--- config.mk ---
export PLATFORM = sky130hd
export DESIGN_NAME = issue_window
export DESIGN_NICKNAME = d
export VERILOG_FILES = /design/src/rtl/iw_pkg.sv /design/src/rtl/iw_datapath.sv /design/src/rtl/iw_control.sv /design/src/rtl/issue_window.sv
export SDC_FILE = /design/constraint.sdc
export NUM_CORES = 1
export LEC_CHECK = 0
export ABC_AREA = 1
export BUFFER_PORTS_ARGS = -buffer_cell sky130_fd_sc_hd__buf_2
export CAP_MARGIN = 25
export CORE_MARGIN = 2
export CORE_UTILIZATION = 45
export DETAILED_ROUTE_END_ITERATION = 8
export GPL_TIMING_DRIVEN = 0
export PLACE_DENSITY = 0.65
export SLEW_MARGIN = 15
export SYNTH_ARGS = -nofsm -noshare
export SYNTH_HDL_FRONTEND = slang
export SYNTH_HIERARCHICAL = 1
export SYNTH_SLANG_ARGS = --single-unit
--- constraint.sdc ---
create_clock -name clk -period 7.3 [get_ports clk]
set_input_delay 1.46 -clock clk [delete_from_list [all_inputs] [get_ports clk]]
set_output_delay 1.46 -clock clk [all_outputs]
set_load 0.01 [all_outputs]
--- src/rtl/iw_pkg.sv ---
package iw_pkg;
  localparam int CNT_W = 3;

  typedef struct packed {
    logic             flush;
    logic [CNT_W-1:0] shift;
    logic [CNT_W-1:0] take;
  } iwStrobe_t;
endpackage

--- src/rtl/iw_datapath.sv ---
module iw_datapath
  import iw_pkg::*;
#(
  parameter int W  = 4,
  parameter int RW = 4
) (
  input  logic            clk,
  input  logic            rstN,
  input  iwStrobe_t       strb,
  input  logic [W-1:0]    issueVec,
  input  logic [W*RW-1:0] inDst,
  input  logic [W*RW-1:0] inSrcA,
  input  logic [W*RW-1:0] inSrcB,
  input  logic            wbValid,
  input  logic [RW-1:0]   wbReg,
  output logic [W-1:0]    entValid,
  output logic [W-1:0]    hazard,
  output logic [W*RW-1:0] entDst
);
  localparam int NREG = 1 << RW;

  logic [RW-1:0]    dst [W];
  logic [RW-1:0]    srcA[W];
  logic [RW-1:0]    srcB[W];
  logic [RW-1:0]    nDst [W];
  logic [RW-1:0]    nSrcA[W];
  logic [RW-1:0]    nSrcB[W];
  logic [CNT_W-1:0] cnt, nCnt;
  logic [NREG-1:0]  pend, nPend;

  // window view and hazard comparison
  always_comb begin
    for (int i = 0; i < W; i++) begin
      entValid[i] = (i < int'(cnt));
      entDst[i*RW +: RW] = dst[i];
      hazard[i] = pend[srcA[i]] | pend[srcB[i]] | pend[dst[i]];
      for (int j = 0; j < i; j++) begin
        hazard[i] = hazard[i]
                  | (srcA[i] == dst[j]) | (srcB[i] == dst[j])
                  | (dst[i] == dst[j])
                  | (dst[i] == srcA[j]) | (dst[i] == srcB[j]);
      end
    end
  end

  // shift out issued entries, fill from input behind survivors
  always_comb begin
    int sh, tk, rem;
    sh  = int'(strb.shift);
    tk  = int'(strb.take);
    rem = int'(cnt) - sh;
    for (int k = 0; k < W; k++) begin
      nDst[k]  = dst[k];
      nSrcA[k] = srcA[k];
      nSrcB[k] = srcB[k];
      if (k < rem && k + sh < W) begin
        nDst[k]  = dst[k + sh];
        nSrcA[k] = srcA[k + sh];
        nSrcB[k] = srcB[k + sh];
      end else if (k >= rem && k - rem < tk) begin
        nDst[k]  = inDst [(k - rem)*RW +: RW];
        nSrcA[k] = inSrcA[(k - rem)*RW +: RW];
        nSrcB[k] = inSrcB[(k - rem)*RW +: RW];
      end
    end
    nCnt = CNT_W'(rem + tk);
    nPend = pend;
    if (wbValid) nPend[wbReg] = 1'b0;
    for (int i = 0; i < W; i++)
      if (issueVec[i]) nPend[dst[i]] = 1'b1;
  end

  always_ff @(posedge clk) begin
    if (!rstN || strb.flush) begin
      cnt  <= '0;
      pend <= '0;
    end else begin
      cnt  <= nCnt;
      pend <= nPend;
    end
    for (int k = 0; k < W; k++) begin
      dst[k]  <= nDst[k];
      srcA[k] <= nSrcA[k];
      srcB[k] <= nSrcB[k];
    end
  end

  // occupancy never exceeds the window
  a_r7_no_overflow: assert property (@(posedge clk) disable iff (!rstN)
    int'(cnt) <= W);

  // flush leaves an empty window and clean scoreboard
  a_r8_flush_empties: assert property (@(posedge clk) disable iff (!rstN)
    strb.flush |=> (cnt == '0) && (pend == '0));

  for (genvar g = 0; g < W; g++) begin : g_chk
    // nothing issues that touches a pending register
    a_r5_issue_not_pending: assert property (@(posedge clk) disable iff (!rstN)
      issueVec[g] |-> !pend[dst[g]] && !pend[srcA[g]] && !pend[srcB[g]]);
    if (g > 0) begin : g_adj
      // no issue reading the destination of the entry just ahead
      a_r3_raw_blocks: assert property (@(posedge clk) disable iff (!rstN)
        issueVec[g] |-> (srcA[g] != dst[g-1]) && (srcB[g] != dst[g-1]));
    end
  end
endmodule

--- src/rtl/iw_control.sv ---
module iw_control
  import iw_pkg::*;
#(
  parameter int W = 4
) (
  input  logic         clk,
  input  logic         rstN,
  input  logic         flush,
  input  logic         glideMode,
  input  logic [W-1:0] inValid,
  input  logic [W-1:0] entValid,
  input  logic [W-1:0] hazard,
  output logic [W-1:0] issValid,
  output iwStrobe_t    strb
);
  logic [CNT_W-1:0] nIss, nHeld, offered, freeSlots;

  always_comb begin
    int run;
    issValid[0] = entValid[0] & ~hazard[0] & ~flush;
    for (int i = 1; i < W; i++)
      issValid[i] = issValid[i-1] & entValid[i] & ~hazard[i];
    nIss  = CNT_W'($countones(issValid));
    nHeld = CNT_W'($countones(entValid));
    run = 0;
    for (int k = 0; k < W; k++)
      if (inValid[k] && run == k) run = k + 1;
    offered = CNT_W'(run);
    if (glideMode)            freeSlots = CNT_W'(W) - (nHeld - nIss);
    else if (nHeld == nIss)   freeSlots = CNT_W'(W);
    else                      freeSlots = '0;
    strb.flush = flush;
    strb.shift = nIss;
    strb.take  = flush ? '0 : ((offered < freeSlots) ? offered : freeSlots);
  end

  // legal issue width
  initial a_r10_width_range: assert (W >= 2 && W <= 6);

  // issue vector is a contiguous run from the oldest slot
  a_r2_prefix: assert property (@(posedge clk) disable iff (!rstN)
    ((issValid + 1'b1) & issValid) == '0);

  // fixed mode takes input only when the batch drains completely
  a_r6_fixed_entry: assert property (@(posedge clk) disable iff (!rstN)
    (!glideMode && strb.take != '0) |-> (nIss == nHeld));
endmodule

--- src/rtl/issue_window.sv ---
module issue_window
  import iw_pkg::*;
#(
  parameter int W  = 4,
  parameter int RW = 4
) (
  input  logic             clk,
  input  logic             rstN,
  input  logic             flush,
  input  logic             glideMode,
  input  logic [W-1:0]     inValid,
  input  logic [W*RW-1:0]  inDst,
  input  logic [W*RW-1:0]  inSrcA,
  input  logic [W*RW-1:0]  inSrcB,
  output logic [CNT_W-1:0] inTake,
  input  logic             wbValid,
  input  logic [RW-1:0]    wbReg,
  output logic [W-1:0]     issValid,
  output logic [W*RW-1:0]  issDst
);
  iwStrobe_t    strb;
  logic [W-1:0] entValid, hazard;

  iw_control #(.W(W)) i_ctrl (
    .clk(clk), .rstN(rstN), .flush(flush), .glideMode(glideMode),
    .inValid(inValid), .entValid(entValid), .hazard(hazard),
    .issValid(issValid), .strb(strb));

  iw_datapath #(.W(W), .RW(RW)) i_dp (
    .clk(clk), .rstN(rstN), .strb(strb), .issueVec(issValid),
    .inDst(inDst), .inSrcA(inSrcA), .inSrcB(inSrcB),
    .wbValid(wbValid), .wbReg(wbReg),
    .entValid(entValid), .hazard(hazard), .entDst(issDst));

  assign inTake = strb.take;
endmodule

==> results of run 1 <==
[metrics by stage]
step                worst slack (ps)  setup TNS, ps  instance area, um^2
CTS                             27.8              0                11500
global route                   -3.92          -3.92                11600
detailed placement             -1010         -32040                11100
finish                           220              0                11600
floorplan                        277              0                10300
global placement               -1020         -35230                11100
[registers in the layout (all words and copies together), names as in the netlist]
register and cells:
i_dp/srcA 16, i_dp/pend 16, i_dp/srcB 16, i_dp/cnt 3
i_dp/dst 16
[cells in the mapped netlist (5+ instances only)]
library cell / count
a21boi_1: 7
a21oi_1: 59
a22o_1: 12
a22oi_1: 5
buf_2: 62
buf_4: 9
buf_6: 7
clkbuf_1: 38
dfxtp_1: 19
edfxtp_1: 48
ha_1: 34
inv_1: 169
inv_2: 5
mux2i_1: 28
nand2_1: 669
nand3_1: 84
nand4_1: 26
nor2_1: 174
o2111ai_1: 9
o211ai_1: 15
o21ai_0: 184
o21bai_1: 6
o221ai_1: 12
o22ai_1: 25
xnor2_1: 8
xor2_1: 41
[worst max path at each step]
stage	start	end	slack (ps)	cells past startpoint
2_1_floorplan	flush	i_dp/dst[3][0]	280	26
3_5_place_dp	i_dp/dst[0][0]	i_dp/srcA[0][0]	-1010	32
4_1_cts	i_dp/dst[0][1]	inTake[0]	30	32
6_report	i_dp/dst[1][2]	i_dp/srcA[0][0]	220	29
3_3_place_gp	i_dp/dst[0][0]	i_dp/srcA[0][0]	-1020	32
5_1_grt	i_dp/pend[2]	inTake[1]	-4	32
[logic make-up (layout without fill, tap and decap cells)]
kind of cell | count (synthesis) | after routing | synth area share
xor+xnor | 52 | 52 | 0.0463
compound gates | 349 | 349 | 0.196
simple gates | 976 | 976 | 0.381
fa+ha+maj | 38 | 38 | 0.0489
mux | 28 | 28 | 0.0271
other cells | 0 | 1 | 0
flops | 67 | 67 | 0.176
buf+inv | 296 | 402 | 0.123
[worst register-to-register path, delay by kind of cell (launching register included)]
family,cells,cell delay (ps)
compound gates,3,370
fa+ha+maj,6,2480
buf+inv,8,1620
flops,1,580
simple gates,12,1740
[layout make-up]
| class | instances | area [um^2] |
|---|---|---|
| Clock buffer | 10 | 229 |
| Clock inverter | 6 | 66.3 |
| Tap cell | 285 | 357 |
| Antenna cell | 1 | 2.50 |
| Timing Repair Buffer | 92 | 483 |
| Buffer | 117 | 651 |
| Multi-Input combinational cell | 1443 | 7340 |
| Inverter | 177 | 699 |
| Fill cell | 2453 | 10900 |
| Sequential cell | 67 | 1820 |
[routing by layer]
metal  vias up  track usage  wire length, um
li1       6072            -                -
met1      5853        0.516            19300
met2       860        0.631            21400
met3       228       0.0858             5540
met4         2        0.266             3600
met5         -            0               12
[repair_timing]
action                     4_1_cts  5_1_grt
buffers inserted                 3        5
resized for setup               22       42
setup endpoints to repair       52       51
pin swaps                        2        1
==> impl_metrics.json, run 1 <==
{
  "grt_max_degree": 21,
  "holdCritStartpoint": "i_dp/pend[4]",
  "min_path_cells": 2,
  "drive_gt1_frac": 0.128,
  "cp_data_arrival_time_ps": 7130,
  "layout_worst_path_cycle_share": 0.970,
  "finClkSkew_ps": 13.2,
  "timing.rr.start": "i_dp/dst[1][2]",
  "timing.critical_path.buf_inv": 8,
  "relSlewSlack": 0.480,
  "r2r-end": "i_dp/srcA[0][0]",
  "crit_slowest_cell": "fa_1",
  "path_clk_slew_ps": 60,
  "fp.dieW_um": 156,
  "synth_edf_count": 48,
  "ant_nets": 0,
  "cts_buffers": 9,
  "layout.cells.non_filler": 2198,
  "fp.dieH_um": 156,
  "dp_hpwl_um": 38100,
  "rrSetupSlack_ps": 220,
  "mostFrequentLayoutCells": "nand2_1 (664), o21ai_0 (181), nor2_1 (170)",
  "vias_per_cell": 5.92,
  "avgSynthCellArea_um2": 5.72,
  "grt.overflow.total": 0,
  "fmax_mhz": 141,
  "min_path_type": "flop to flop",
  "dieArea_mm2": 0.0242,
  "yosysTopAreaCell": "nand2_1",
  "reg2reg_depth": 29,
  "core_area_mm2": 0.0226,
  "area_growth_pct": 12.7,
  "gp_congestion": 1.06,
  "initialDrtViolationCount": 1778,
  "ys.flop_type": "edfxtp_1",
  "ys_seq_area_frac": 0.176,
  "cts_max_path_buffers": 2,
  "max_stage_delay_ps": 600,
  "fin_crit_ps": 7080,
  "hold_buffers": 0,
  "max_slew.worst_pin.slew_ps": 781,
  "yosys.area.top_type_share": 0.243,
  "synthCells": 1806,
  "utilization": 0.516,
  "first_pass_iters": 6,
  "vias": 13000,
  "cts.sinks": 67,
  "layout.cells.most_common": "nand2_1",
  "synth_warnings": 6,
  "htree_levels": 3,
  "num_io_pins": 84,
  "path_delay_family": "adder cells",
  "grt_pass1_wl_um": 73600,
  "ys_async_sr_fraction": 0,
  "dp.cells": 2175,
  "initial_core_util": 0.458,
  "drv_cap": 0,
  "slew_violations": 0,
  "status": "finished clean",
  "cpMostUsedCell": "nand2_1",
  "required_ps": 7350,
  "critPathKind": "flop to flop",
  "root_buffer": "clkbuf_16",
  "synth_cell_types": 52,
  "io_buffers": 83,
  "startpoint_type": "flop",
  "synthTopCellsByArea": "nand2_1 (24%), edfxtp_1 (14%), o21ai_0 (8.9%)",
  "cp-end-kind": "flop",
  "final_nets": 2006,
  "row_count": 55,
  "track_usage": 0.409,
  "hold_end": "i_dp/pend[4]",
  "wl_per_cell_um": 22.7,
  "drc_errors": 0,
  "antenna_found_initial": 2,
  "clk_latency_ps": 360,
  "worstPathMaxFanout": 20,
  "cts_tree": "yes",
  "grt_pass1_vias": 12000,
  "ys_ff_latch": 67,
  "hold_viol": 0,
  "holdWs_ps": 706,
  "syn_nets": 1905,
  "syn-cell-area_mm2": 0.0103,
  "setup_viol": 0,
  "drt-total-wl_um": 49900
}
Power of run 1 is not shown: default switching activity piles up to over one toggle a cycle in this logic, so the estimate is an artifact.
==> run 2, diff against run 1 <==
--- a/config.mk
+++ b/config.mk
@@ -8,8 +8,10 @@
 export ABC_AREA = 1
 export BUFFER_PORTS_ARGS = -buffer_cell sky130_fd_sc_hd__buf_2
 export CAP_MARGIN = 25
+export CORE_ASPECT_RATIO = 0.75
 export CORE_MARGIN = 2
 export CORE_UTILIZATION = 45
+export CTS_BUF_LIST = sky130_fd_sc_hd__clkbuf_8
 export DETAILED_ROUTE_END_ITERATION = 8
 export GPL_TIMING_DRIVEN = 0
 export PLACE_DENSITY = 0.65
==> impl_metrics.json, run 2 (same netlist as run 1, synthesis figures left out) <==
{
  "cts_tree": "yes",
  "clk_latency_ps": 390,
  "drc_errors": 0,
  "path_clk_slew_ps": 70,
  "fmax_mhz": 141,
  "status": "finished clean",
  "core_area_mm2": 0.0223,
  "grt_pass1_vias": 11800,
  "wl_per_cell_um": 23.7,
  "root_buffer": "clkbuf_8",
  "crit_slowest_cell": "buf_1",
  "r2r-end": "i_dp/srcB[1][2]",
  "relSlewSlack": 0.410,
  "grt_pass1_wl_um": 75600,
  "hold_viol": 0,
  "initialDrtViolationCount": 2458,
  "layout.cells.non_filler": 2224,
  "layout_worst_path_cycle_share": 0.974,
  "grt.overflow.total": 0,
  "antenna_cells": 0,
  "required_ps": 7440,
  "fp.dieW_um": 179,
  "dieArea_mm2": 0.0242,
  "holdCritStartpoint": "i_dp/pend[4]",
  "fp.dieH_um": 135,
  "drive_gt1_frac": 0.137,
  "first_pass_iters": 7,
  "startpoint_type": "flop",
  "row_count": 47,
  "cp_data_arrival_time_ps": 7250,
  "final_nets": 2024,
  "track_usage": 0.432,
  "timing.rr.start": "i_dp/srcA[2][1]",
  "rrSetupSlack_ps": 190,
  "cp-end-kind": "flop",
  "drv_cap": 0,
  "finClkSkew_ps": 10.8,
  "cpMostUsedCell": "nand2_1",
  "htree_levels": 3,
  "grt_max_degree": 21,
  "io_buffers": 83,
  "hold_buffers": 0,
  "layout.cells.most_common": "nand2_1",
  "placed_cell_area_mm2": 0.0111,
  "antenna_found_initial": 0,
  "worstPathMaxFanout": 11,
  "reg2reg_depth": 38,
  "cts_buffers": 9,
  "critPathKind": "flop to flop",
  "mostFrequentLayoutCells": "nand2_1 (667), o21ai_0 (182), nor2_1 (169)",
  "fin_crit_ps": 7110,
  "initial_core_util": 0.463,
  "vias_per_cell": 6.14,
  "dp.cells": 2183,
  "ant_nets": 0,
  "max_stage_delay_ps": 670,
  "finalInstanceArea_mm2": 0.0117,
  "num_io_pins": 84,
  "cts_max_path_buffers": 2,
  "vias": 13700,
  "gp_congestion": 1.08,
  "slew_violations": 0,
  "min_path_type": "flop to flop",
  "dp_hpwl_um": 40500,
  "drt-total-wl_um": 52700,
  "max_slew.worst_pin.slew_ps": 884,
  "cts.sinks": 67,
  "area_growth_pct": 13.4,
  "setup_viol": 0,
  "min_path_cells": 2,
  "hold_end": "i_dp/pend[4]"
}
-- run 2: cell count changes in the layout (fill, tap and decap cells not counted), moves of 4 or more --
cell,change
buf_4,+11
clkbuf_16,-9
clkbuf_4,+4
clkbuf_8,+11
inv_1,-7
inv_2,+4
-- run 2: repair_timing --
action                     in CTS  in global routing
setup buffers                   5                 22
setup endpoints to repair      64                 51
hold endpoints to repair        0                  0
pin swaps                       2                  2
gates resized for setup        20                 46
-- run 2: how the worst max path moves through the flow --
stage | depth (start not counted) | start | end
6_report | 38 | i_dp/srcA[2][1] | i_dp/srcB[1][2]
5_1_grt | 33 | i_dp/dst[0][1] | inTake[1]
4_1_cts | 28 | i_dp/dst[3][0] | inTake[1]
3_5_place_dp | 31 | i_dp/pend[2] | i_dp/srcA[0][1]
3_3_place_gp | 35 | i_dp/dst[1][1] | i_dp/srcB[1][3]
2_1_floorplan | 26 | flush | i_dp/dst[3][0]
-- run 2: cell type report --
type / instances / area (um^2)
Buffer: 117 / 662
Inverter: 177 / 713
Clock inverter: 5 / 46.3
Clock buffer: 11 / 151
Tap cell: 294 / 368
Multi-Input combinational cell: 1443 / 7320
Fill cell: 2396 / 10600
Sequential cell: 67 / 1820
Timing Repair Buffer: 110 / 631
-- run 2: worst max-delay path: cells and delay by family (launching register included) --
kind / cells / cell delay (ps)
buf+inv: 7 / 1170
flops: 1 / 360
compound gates: 3 / 880
simple gates: 21 / 2530
fa+ha+maj: 6 / 1830
xor+xnor: 1 / 80
-- run 2: routing by layer --
metal  part of all wire  global-route usage
met1               0.42               0.651
met2               0.38               0.574
met3               0.16               0.136
met4              0.030               0.130
met5                  0                   0
-- run 2: metrics by stage --
| stage | worst slack, ps | hold WS, ps | util | TNS [ps] |
|---|---|---|---|---|
| after floorplan | 277 | 503 | - | 0 |
| after global placement | -1160 | 659 | 0.499 | -42210 |
| after detailed placement | -1070 | 684 | 0.499 | -40880 |
| after CTS | 25.9 | 697 | 0.511 | 0 |
| after global routing | -11.1 | 727 | 0.525 | -13.7 |
| final | 192 | 728 | 0.525 | 0 |
Power of run 2 is left out for the same reason.
